[src/rtl/trunc_pair_mul_pkg.sv]
package trunc_pair_mul_pkg;

  // Mirrored index pairs (j,k) with j<k and j+k == col.
  function automatic int f_pairs(input int col);
    return (col + 1) / 2;
  endfunction

  // Even columns also carry the square term a[col/2]&b[col/2].
  function automatic int f_single(input int col);
    return ((col % 2) == 0) ? 1 : 0;
  endfunction

  // Number of carries arriving at column col from column col-1.
  function automatic int f_cin(input int col);
    int c;
    c = 0;
    for (int k = 0; k < col; k++) begin
      c = f_pairs(k) + (c + f_pairs(k) + f_single(k)) - 1;
    end
    return c;
  endfunction

  function automatic int f_addends(input int col);
    return f_cin(col) + f_pairs(col) + f_single(col);
  endfunction

  // Carries leaving column col: one per pair cell plus one per half adder.
  function automatic int f_cout(input int col);
    return f_pairs(col) + f_addends(col) - 1;
  endfunction

  // Offset of column col's outgoing carries in the flat carry bus.
  function automatic int f_coff(input int col);
    int s;
    s = 0;
    for (int k = 0; k < col; k++) s = s + f_cout(k);
    return s;
  endfunction

  // Element count at the start of reduction round r for m addends.
  function automatic int f_lvl_cnt(input int m, input int r);
    int n;
    n = m;
    for (int k = 0; k < r; k++) n = (n + 1) / 2;
    return n;
  endfunction

  function automatic int f_rounds(input int m);
    int n;
    int r;
    n = m;
    r = 0;
    for (int k = 0; k < 32; k++) begin
      if (n > 1) begin
        n = (n + 1) / 2;
        r = r + 1;
      end
    end
    return r;
  endfunction

  function automatic int f_lvl_off(input int m, input int r);
    int s;
    s = 0;
    for (int k = 0; k < r; k++) s = s + f_lvl_cnt(m, k);
    return s;
  endfunction

  // Index of the first half-adder carry produced in round r.
  function automatic int f_ha_base(input int m, input int r);
    int s;
    s = 0;
    for (int k = 0; k < r; k++) s = s + f_lvl_cnt(m, k) / 2;
    return s;
  endfunction

endpackage

[src/rtl/trunc_pair_mul_cell.sv]
// Four-input mirrored partial-product cell.
// Sum  = (x&y) XOR (z&w), built from NAND terms gated by NOT(x&y&z&w).
// Carry = x&y&z&w; only present when KEEP is set.
module trunc_pair_mul_cell #(
  parameter bit KEEP = 1'b1,
  localparam int OW  = KEEP ? 2 : 1
) (
  input  logic          x_i,
  input  logic          y_i,
  input  logic          z_i,
  input  logic          w_i,
  output logic [OW-1:0] res_o
);
  logic nand_xy;
  logic nand_zw;
  logic any_prod;
  logic all_four;

  assign nand_xy  = ~(x_i & y_i);
  assign nand_zw  = ~(z_i & w_i);
  assign any_prod = ~(nand_xy & nand_zw);
  assign all_four = x_i & y_i & z_i & w_i;
  assign res_o[0] = any_prod & ~all_four;

  if (KEEP) begin : g_carry
    assign res_o[OW-1] = all_four;
  end
endmodule

[src/rtl/trunc_pair_mul_half_add.sv]
module trunc_pair_mul_half_add (
  input  logic x_i,
  input  logic y_i,
  output logic s_o,
  output logic c_o
);
  assign s_o = x_i ^ y_i;
  assign c_o = x_i & y_i;
endmodule

[src/rtl/trunc_pair_mul_reduce.sv]
// Reduces M same-weight addends to one bit by rounds of outer-inner pairing.
// res_o[0] is the column bit; res_o[M-1:1] are the M-1 half-adder carries.
module trunc_pair_mul_reduce
  import trunc_pair_mul_pkg::*;
#(
  parameter int M    = 1,
  parameter bit KEEP = 1'b1,
  localparam int RW  = KEEP ? M : 1
) (
  input  logic [M-1:0]  add_i,
  output logic [RW-1:0] res_o
);
  localparam int ROUNDS = f_rounds(M);
  localparam int TOT    = f_lvl_off(M, ROUNDS + 1);

  logic [TOT-1:0] lvl;

  assign lvl[M-1:0] = add_i;

  for (genvar r = 0; r < ROUNDS; r++) begin : g_round
    localparam int CNT  = f_lvl_cnt(M, r);
    localparam int HALF = CNT / 2;
    localparam int SRC  = f_lvl_off(M, r);
    localparam int DST  = f_lvl_off(M, r + 1);
    localparam int CB   = f_ha_base(M, r);

    for (genvar j = 0; j < HALF; j++) begin : g_pair
      if (KEEP) begin : g_ha
        trunc_pair_mul_half_add ha_i (
          .x_i (lvl[SRC + j]),
          .y_i (lvl[SRC + CNT - 1 - j]),
          .s_o (lvl[DST + j]),
          .c_o (res_o[1 + CB + j])
        );
      end else begin : g_xor
        assign lvl[DST + j] = lvl[SRC + j] ^ lvl[SRC + CNT - 1 - j];
      end
    end

    if ((CNT % 2) == 1) begin : g_mid
      assign lvl[DST + HALF] = lvl[SRC + HALF];
    end
  end

  assign res_o[0] = lvl[TOT-1];
endmodule

[src/rtl/trunc_pair_mul.sv]
// Truncated unsigned multiplier: p_o = (a_i * b_i) mod 2^N. Requires N >= 3.
module trunc_pair_mul
  import trunc_pair_mul_pkg::*;
#(
  parameter int N = 8
) (
  input  logic [N-1:0] a_i,
  input  logic [N-1:0] b_i,
  output logic [N-1:0] p_o
);
  // Carries leaving columns 0..N-2; the top column's carries are never built.
  localparam int CTOT = f_coff(N - 1);

  logic [CTOT-1:0] cbus;

  for (genvar i = 0; i < N; i++) begin : g_col
    localparam int CIN     = f_cin(i);
    localparam int NP      = f_pairs(i);
    localparam int SG      = f_single(i);
    localparam int M       = f_addends(i);
    localparam bit KEEP    = (i < N - 1);
    localparam int RW      = KEEP ? M : 1;
    localparam int OUT_OFF = f_coff(i);
    localparam int IN_OFF  = (i > 0) ? f_coff(i - 1) : 0;

    logic [M-1:0]  add_w;
    logic [RW-1:0] red_w;

    // Incoming carries lead the addend list.
    if (CIN > 0) begin : g_cin
      assign add_w[CIN-1:0] = cbus[IN_OFF +: CIN];
    end

    for (genvar p = 0; p < NP; p++) begin : g_cell
      localparam int J = p;
      localparam int K = i - p;
      logic [(KEEP ? 2 : 1)-1:0] cell_w;

      trunc_pair_mul_cell #(.KEEP(KEEP)) cell_i (
        .x_i   (a_i[J]),
        .y_i   (b_i[K]),
        .z_i   (a_i[K]),
        .w_i   (b_i[J]),
        .res_o (cell_w)
      );

      assign add_w[CIN + p] = cell_w[0];
      if (KEEP) begin : g_cc
        assign cbus[OUT_OFF + p] = cell_w[1];
      end
    end

    if (SG == 1) begin : g_sq
      assign add_w[M-1] = a_i[i/2] & b_i[i/2];
    end

    trunc_pair_mul_reduce #(.M(M), .KEEP(KEEP)) red_i (
      .add_i (add_w),
      .res_o (red_w)
    );

    assign p_o[i] = red_w[0];

    if (KEEP && (M > 1)) begin : g_hc
      assign cbus[OUT_OFF + NP +: M - 1] = red_w[M-1:1];
    end
  end
endmodule

[config.mk]
export PLATFORM = sky130hd
export DESIGN_NAME = trunc_pair_mul
export DESIGN_NICKNAME = d
export VERILOG_FILES = /design/src/rtl/trunc_pair_mul_pkg.sv /design/src/rtl/trunc_pair_mul_cell.sv /design/src/rtl/trunc_pair_mul_half_add.sv /design/src/rtl/trunc_pair_mul_reduce.sv /design/src/rtl/trunc_pair_mul.sv
export SDC_FILE = /design/constraint.sdc
export NUM_CORES = 1
export LEC_CHECK = 0
export BUFFER_PORTS_ARGS = -buffer_cell sky130_fd_sc_hd__buf_4
export CAP_MARGIN = 10
export CORE_ASPECT_RATIO = 0.9
export CORE_MARGIN = 4
export CORE_UTILIZATION = 45
export DETAILED_ROUTE_END_ITERATION = 10
export GPL_TIMING_DRIVEN = 0
export PLACE_DENSITY = 0.69
export SLEW_MARGIN = 25
export SYNTH_ARGS = -nofsm -noshare
export SYNTH_HDL_FRONTEND = slang
export SYNTH_HIERARCHICAL = 1
export SYNTH_SLANG_ARGS = --single-unit
[constraint.sdc]
create_clock -name vclk -period 7.8
set_input_delay 1.56 -clock vclk [all_inputs]
set_output_delay 1.56 -clock vclk [all_outputs]
set_load 0.02 [all_outputs]
==> results of run 1 <==
## report_power, final
part	switching [mW]	internal, mW
clock	0	0
combinational	0.130	0.180
sequential	0	0
## area by class of cell
| type | count | area [sq um] |
|---|---|---|
| buffer | 22 | 169 |
| fill | 224 | 945 |
| tap | 40 | 50.0 |
| multi-input combinational | 130 | 1390 |
| timing repair buffer | 26 | 218 |
## kinds of logic (layout without fill, tap and decap cells)
logic type	after synthesis	in the layout	synth area share
simple gates	48	48	0.169
fa+ha+maj	44	44	0.422
xor+xnor	38	38	0.282
buf+inv	22	48	0.127
## timing repair
item	4_1_cts	5_1_grt
pin swaps	14	6
gates cloned	0	0
setup endpoints to repair	1	1
resized for setup	25	6
setup buffers	2	0
## through the flow
step / TNS, ps / instances / util / hold WS, ps
finish: 0 / 218 / 0.659 / 3650
CTS: 0 / 218 / 0.643 / 3650
global placement: -436 / 216 / 0.560 / 3680
floorplan: 0 / 152 / - / 3420
detailed placement: -512 / 216 / 0.560 / 3680
global route: 0 / 218 / 0.659 / 3670
## metal layers
layer	share of wire	vias to the layer above
met2	0.53	26
met5	0	-
li1	-	532
met4	0.020	0
met3	0.037	6
met1	0.41	491
## final timing paths
kind,to,slack (ps)
worst min-delay path,p_o[0],3650
worst max-delay path,p_o[7],140
## synthesized netlist by cell type, drive strengths merged
cell type	count	area (sq um)
buf	22	165
ha	44	551
xnor3	2	45.0
nor2	12	45.0
and2	4	25.0
nand2	32	150
xnor2	18	165
xor2	18	158
## worst max-delay path, stage by stage
cell	delay [ps]
buf_6	110
nand2_2	60
nor2_2	110
buf_4	130
ha_4	200
ha_4	160
ha_4	240
ha_4	160
ha_4	270
ha_4	200
ha_4	170
ha_4	280
ha_4	200
ha_4	160
ha_4	260
ha_4	200
ha_4	270
ha_4	190
ha_4	160
xnor2_2	120
xnor2_1	180
xnor3_1	250
xnor3_1	200
buf_6	120
buf_4	140
==> results.py, run 1 <==
metrics = {
    "layout": {
        "nClkBuffers": 0,
        "seqCellArea_sq_um": 0,
        "area.growth.synth_to_final_pct": 40.0,
        "fin_area_sq_mm": 0.00183,
        "final_common_cell": "buf_4",
        "fin_nets": 240,
        "drive_above_1_share": 0.466,
        "diodes": 0,
        "seq_cells": 0,
        "final_cell_mix": "buf_4, ha_1, nand2_1, ha_4, xor2_1",
    },
    "drt": {
        "firstDrtPassIters": 4,
        "drc": 0,
        "ant_nets": 0,
        "routed_wl_um": 2970,
        "viasPerCell": 4.84,
        "vias": 1055,
        "post_drt_wl_per_cell_um": 13.6,
        "drtIter0Drc": 50,
    },
    "synth": {
        "syn_area_sq_mm": 0.00130,
        "syn-num-nets": 212,
        "ys_types": 10,
        "seq_area_frac_synth": 0,
        "ys_warn_count": 6,
        "synth.avg_cell_area_sq_um": 8.58,
        "synth_cells": 152,
    },
    "floorplanning": {
        "die_h_um": 59.1,
        "core_area_sq_mm": 0.00277,
        "die_x_um": 64.7,
        "rows": 18,
        "pin_count": 24,
        "start_util": 0.471,
        "dieArea_sq_mm": 0.00382,
    },
    "worst_setup_path": {
        "worst_setup_path_start_kind": "input port",
        "crit_start": "b_i[0]",
        "arrival_ps": 6100,
        "worst-setup-path-type": "in -> out",
        "cp.required_ps": 6240,
        "worstSetupEndpointType": "primary output",
        "crit_fanout": 8,
    },
    "global_routing": {
        "antenna_found_initial": 0,
        "gr-usage-met3": 0.00949,
        "grt_start_max_net_pins": 9,
        "grt_overflow_total": 0,
        "grt_pass1_vias": 1089,
        "track_usage": 0.157,
        "use_met1": 0.186,
        "grt_pass1_wl_um": 4730,
        "use_met2": 0.310,
        "grt.busiest_layer": "met2",
    },
    "clock_tree": {
        "cts_hold_buf": 0,
    },
    "pwr": {
        "power.density_mw_per_mm2": 170,
        "power_mw": 0.310,
        "ir_worst_vdd_uv": 103,
        "leakage_nw": 0.879,
    },
    "min_path": {
        "holdPathStages": 5,
        "holdCritStartpoint": "b_i[0]",
        "min_path_type": "in -> out",
    },
    "sta": {
        "slew_headroom": 0.829,
        "finalHoldViolCount": 0,
        "setup_viol": 0,
        "finalMaxSlewViolations": 0,
        "fmax_mhz": 131,
        "rsz0062_at_grt": "false",
        "worst_slew_pin_slew_ps": 255,
        "layout_min_cycle_time_ps": 7660,
        "timing.final.ws_setup_ps": 137,
        "fin_crit_sh": 0.982,
    },
    "placement": {
        "place.gp.congestion": 0.854,
        "port_buffers": 24,
        "hpwl_um": 2310,
        "postPlaceCellArea_sq_mm": 0.00155,
        "dp_slack_ps": -512,
    },
    "flow_run": {
        "drv_cap": 0,
    },
    "outcome": {
        "run_status": "complete, no violations",
    },
}
Note: power is estimated with default switching activity, not from simulation.
==> inputs of run 2 (changes only) <==
- CORE_MARGIN: 4 -> 3
- CORE_UTILIZATION: 45 -> 35
- PLACE_DENSITY: 0.69 -> not set
- RECOVER_POWER: not set -> 100
==> run 2 against run 1 <==
First-iteration DRC count is 40% lower. Clock-buffer cell count stayed put. Critical path depth stayed put. Via count is 4.3% lower. Final area is 1.6% lower. Critical path type unchanged. Critical endpoint unchanged. Flip-flop and latch count stayed put. Highest routed layer unchanged. Worst setup slack worse by 13 ps.
==> results.py, run 2 (synthesis results as in run 1) <==
metrics = {
    "floorplanning": {
        "dieArea_sq_mm": 0.00449,
        "start_util": 0.375,
        "die_x_um": 70.3,
        "core_area_sq_mm": 0.00348,
        "rows": 20,
        "pin_count": 24,
        "die_h_um": 63.9,
    },
    "sta": {
        "rsz0062_at_grt": "false",
        "timing.final.ws_setup_ps": 124,
        "finalMaxSlewViolations": 0,
        "setup_viol": 0,
        "finalHoldViolCount": 0,
        "fmax_mhz": 130,
        "fin_crit_sh": 0.984,
        "worst_slew_pin_slew_ps": 244,
        "setup_tns_ps": 0,
        "slew_headroom": 0.836,
        "layout_min_cycle_time_ps": 7680,
    },
    "placement": {
        "hpwl_um": 2340,
        "port_buffers": 24,
        "place.gp.congestion": 0.835,
        "dp_slack_ps": -530,
    },
    "drt": {
        "post_drt_wl_per_cell_um": 12.7,
        "viasPerCell": 4.59,
        "drtIter0Drc": 30,
        "vias": 1010,
        "routed_wl_um": 2780,
        "firstDrtPassIters": 4,
        "drc": 0,
        "ant_nets": 0,
    },
    "layout": {
        "nFillCells": 328,
        "final_common_cell": "buf_4",
        "diodes": 0,
        "nClkBuffers": 0,
        "fin_nets": 238,
        "seq_cells": 0,
        "final_cell_mix": "buf_4, ha_1, nand2_1",
        "seqCellArea_sq_um": 0,
        "area.growth.synth_to_final_pct": 37.7,
        "drive_above_1_share": 0.449,
        "fin_util": 0.516,
    },
    "pwr": {
        "seqPwrFrac": 0,
        "leakage_nw": 0.874,
        "combinationalPowerShare": 1.000,
        "internal_power_mw": 0.176,
        "power.density_mw_per_mm2": 170,
        "p_clk_frac": 0,
        "swShare": 0.422,
        "ir_worst_vdd_uv": 97.5,
        "p_sw_mw": 0.129,
        "power_mw": 0.305,
    },
    "worst_setup_path": {
        "arrival_ps": 6120,
        "crit_fanout": 8,
        "worst_setup_path_start_kind": "input port",
        "worst-setup-path-type": "in -> out",
        "worstSetupEndpointType": "primary output",
        "cp.required_ps": 6240,
    },
    "flow_run": {
        "drv_cap": 0,
    },
    "global_routing": {
        "antenna_found_initial": 0,
        "grt_pass1_vias": 1003,
        "grt_start_max_net_pins": 9,
        "track_usage": 0.122,
        "grt_pass1_wl_um": 4480,
        "grt_overflow_total": 0,
    },
    "clock_tree": {
        "cts_hold_buf": 0,
        "cts_setup_buffers": 0,
    },
    "outcome": {
        "run_status": "complete, no violations",
    },
    "min_path": {
        "min_path_type": "in -> out",
    },
}
-- run 2: area by class of cell --
class | instances | area (sq um) | share of cell area
multi-input cells | 130 | 1380 | 0.767
repair buffers | 24 | 195 | 0.109
plain buffers | 22 | 169 | 0.0941
well taps | 44 | 55.1 | 0.0307
-- run 2: final timing paths --
kind | start | endpoint | slack [ps] | cells past startpoint
hold / removal | a_i[1] | p_o[1] | 3750 | 6
setup / recovery | a_i[0] | p_o[7] | 120 | 25
-- run 2: per-layer routing --
metal  wire length [um]  vias up  GRT usage
met5                  0        -          0
met4                 46        0     0.0191
met3                115        4    0.00472
met2               1490       24      0.236
met1               1130      454      0.149
li1                   -      528          -
-- run 2: critical path, cell delays in order --
cell,delay [ps]
buf_8,120
nand2_4,70
nor2_2,40
buf_4,130
ha_4,240
ha_4,170
ha_4,240
ha_4,160
ha_4,270
ha_4,190
ha_2,180
ha_4,270
ha_4,200
ha_4,160
ha_4,240
ha_4,240
ha_4,250
ha_4,240
ha_4,160
xnor2_2,120
xnor2_1,160
xnor3_1,230
xnor3_1,210
buf_6,120
buf_4,140
-- run 2: repair_timing --
item	in CTS	in global routing
endpoints found under the setup margin	1	1
pin swaps	11	2
cloned	0	0
gates resized for setup	25	5
-- run 2: power by group through the flow --
| stage | Sequential, mW | Clock, mW | Combinational (mW) |
|---|---|---|---|
| 6_report | 0 | 0 | 0.305 |
| 5_1_grt | 0 | 0 | 0.330 |
| 4_1_cts | 0 | 0 | 0.294 |
| 3_5_place_dp | 0 | 0 | 0.255 |
| 3_3_place_gp | 0 | 0 | 0.251 |
| 2_1_floorplan | 0 | 0 | 0.185 |
-- run 2: through the flow --
step,area [sq um],cells,hold slack [ps]
3_3_place_gp,1560,220,3680
4_1_cts,1750,220,3670
6_report,1800,220,3750
5_1_grt,1800,220,3780
2_1_floorplan,1320,152,3420
3_5_place_dp,1560,220,3680
==> inputs of run 3 (changes only) <==
- CELL_PAD_IN_SITES_DETAIL_PLACEMENT: not set -> 0
- CELL_PAD_IN_SITES_GLOBAL_PLACEMENT: not set -> 2
- CORE_UTILIZATION: 35 -> 32
- PLACE_DENSITY_LB_ADDON: not set -> 0.1
==> run 3 against run 2 <==
Total power fell by 9.2%. Global-route usage about the same. Flip-flop and latch count stayed put. Sequential share of layout area unchanged. Via count increased by 0.40%. Worst setup slack gained 59 ps. First-iteration DRC count down 13%. Utilization decreased by 4.4 points. Critical path depth is 1 lower. Combinational power fell by 9.2%. Fmax is 0.77% higher. Critical endpoint unchanged. Largest power group unchanged.
==> results.py, run 3 (synthesis results as in run 1) <==
metrics = {
    "clock_tree": {
        "cts_hold_buf": 0,
    },
    "drt": {
        "ant_nets": 0,
        "viasPerCell": 4.55,
        "drc": 0,
        "firstDrtPassIters": 2,
        "drtIter0Drc": 26,
        "routed_wl_um": 2840,
        "post_drt_wl_per_cell_um": 12.8,
        "vias": 1014,
    },
    "sta": {
        "finalHoldViolCount": 0,
        "timing.final.ws_setup_ps": 183,
        "slew_headroom": 0.828,
        "setup_viol": 0,
        "worst_slew_pin_slew_ps": 256,
        "setup_tns_ps": 0,
        "layout_min_cycle_time_ps": 7620,
        "rsz0062_at_grt": "false",
        "finalMaxSlewViolations": 0,
        "fin_crit_sh": 0.977,
        "fmax_mhz": 131,
        "hold_slack_ps": 3660,
    },
    "worst_setup_path": {
        "cp.required_ps": 6240,
        "worst_setup_path_start_kind": "input port",
        "arrival_ps": 6060,
        "worst-setup-path-type": "in -> out",
        "worstSetupEndpointType": "primary output",
        "crit_fanout": 8,
    },
    "floorplanning": {
        "dieArea_sq_mm": 0.00488,
        "core_area_sq_mm": 0.00381,
        "start_util": 0.342,
        "die_x_um": 73.3,
        "rows": 21,
        "pin_count": 24,
        "die_h_um": 66.6,
    },
    "layout": {
        "drive_above_1_share": 0.452,
        "seqCellArea_sq_um": 0,
        "fin_cells": 223,
        "final_cell_mix": "buf_4, ha_1, nand2_1",
        "nClkBuffers": 0,
        "area.growth.synth_to_final_pct": 38.0,
        "diodes": 0,
        "seq_cells": 0,
        "fin_nets": 239,
        "final_common_cell": "buf_4",
    },
    "global_routing": {
        "track_usage": 0.122,
        "grt_start_max_net_pins": 9,
        "grt_pass1_wl_um": 4660,
        "grt_pass1_vias": 1041,
        "grt_overflow_total": 0,
        "antenna_found_initial": 0,
    },
    "flow_run": {
        "drv_cap": 0,
    },
    "pwr": {
        "leakage_nw": 0.877,
        "power.density_mw_per_mm2": 154,
        "ir_worst_vdd_uv": 140,
    },
    "min_path": {
        "min_path_type": "in -> out",
    },
    "outcome": {
        "run_status": "complete, no violations",
    },
    "placement": {
        "hpwl_um": 2430,
        "dp_slack_ps": -557,
        "port_buffers": 24,
        "place.gp.congestion": 0.747,
        "placedCellCount": 222,
    },
}
==> run 3: cell types whose count changed in the layout (fill, tap and decap cells not counted) <==
cell / before / now
buf_4: 40 / 41
buf_6: 4 / 3
and2_1: 4 / 3
clkbuf_2: 0 / 1
and2_0: 0 / 1
==> run 3: cell type report <==
class | instances | area, sq um
fill | 378 | 2010
timing repair buffer | 26 | 208
multi-input combinational | 130 | 1380
buffer | 21 | 158
tap | 46 | 57.6
==> run 3: final timing paths <==
kind	from	end	slack, ps	cells past startpoint
max	a_i[0]	p_o[7]	180	24
min	b_i[0]	p_o[0]	3660	5
==> run 3: through the flow <==
| step | power [mW] | cell area, sq um | utilization |
|---|---|---|---|
| after detailed placement | 0.255 | 1560 | 0.409 |
| after global routing | 0.306 | 1800 | 0.472 |
| after CTS | 0.307 | 1780 | 0.467 |
| final | 0.277 | 1800 | 0.472 |
| after global placement | 0.252 | 1560 | 0.409 |
| after floorplan | 0.185 | 1320 | - |
==> run 3: metal layers <==
metal  global-route usage  vias up  share of wire  routed length (um)
li1                     -      531              -                   -
met1                0.160      466           0.45                1280
met2                0.221       13           0.51                1450
met3               0.0106        4          0.032                  91
met4               0.0115        0         0.0095                  27
met5                    0        -              0                   0
==> run 3: what timing repair did <==
| action | CTS | global route |
|---|---|---|
| buffers inserted | 2 | 0 |
| gates resized for setup | 24 | 7 |
| endpoints found under the setup margin | 1 | 1 |
| pin swaps | 13 | 6 |
==> run 3: report_power, final <==
part	internal, mW	switching [mW]	total, mW	leakage, nW
registers	0	0	0	0
clock network	0	0	0	0
logic	0.153	0.124	0.277	0.877
total	0.153	0.124	0.277	0.877
==> run 3: worst max-delay path, cell delays in order <==
cell and delay [ps]:
buf_6 130, nand2_4 70, nor2_2 30, buf_4 120
ha_1 280, ha_2 200, ha_4 220, ha_4 160
ha_4 240, ha_4 160, ha_4 230, ha_4 270
ha_4 190, ha_4 160, ha_4 240, ha_4 280
ha_4 200, ha_4 240, ha_4 160, xnor2_2 120
xnor2_1 160, xnor3_1 240, xnor3_1 210, clkbuf_2 170
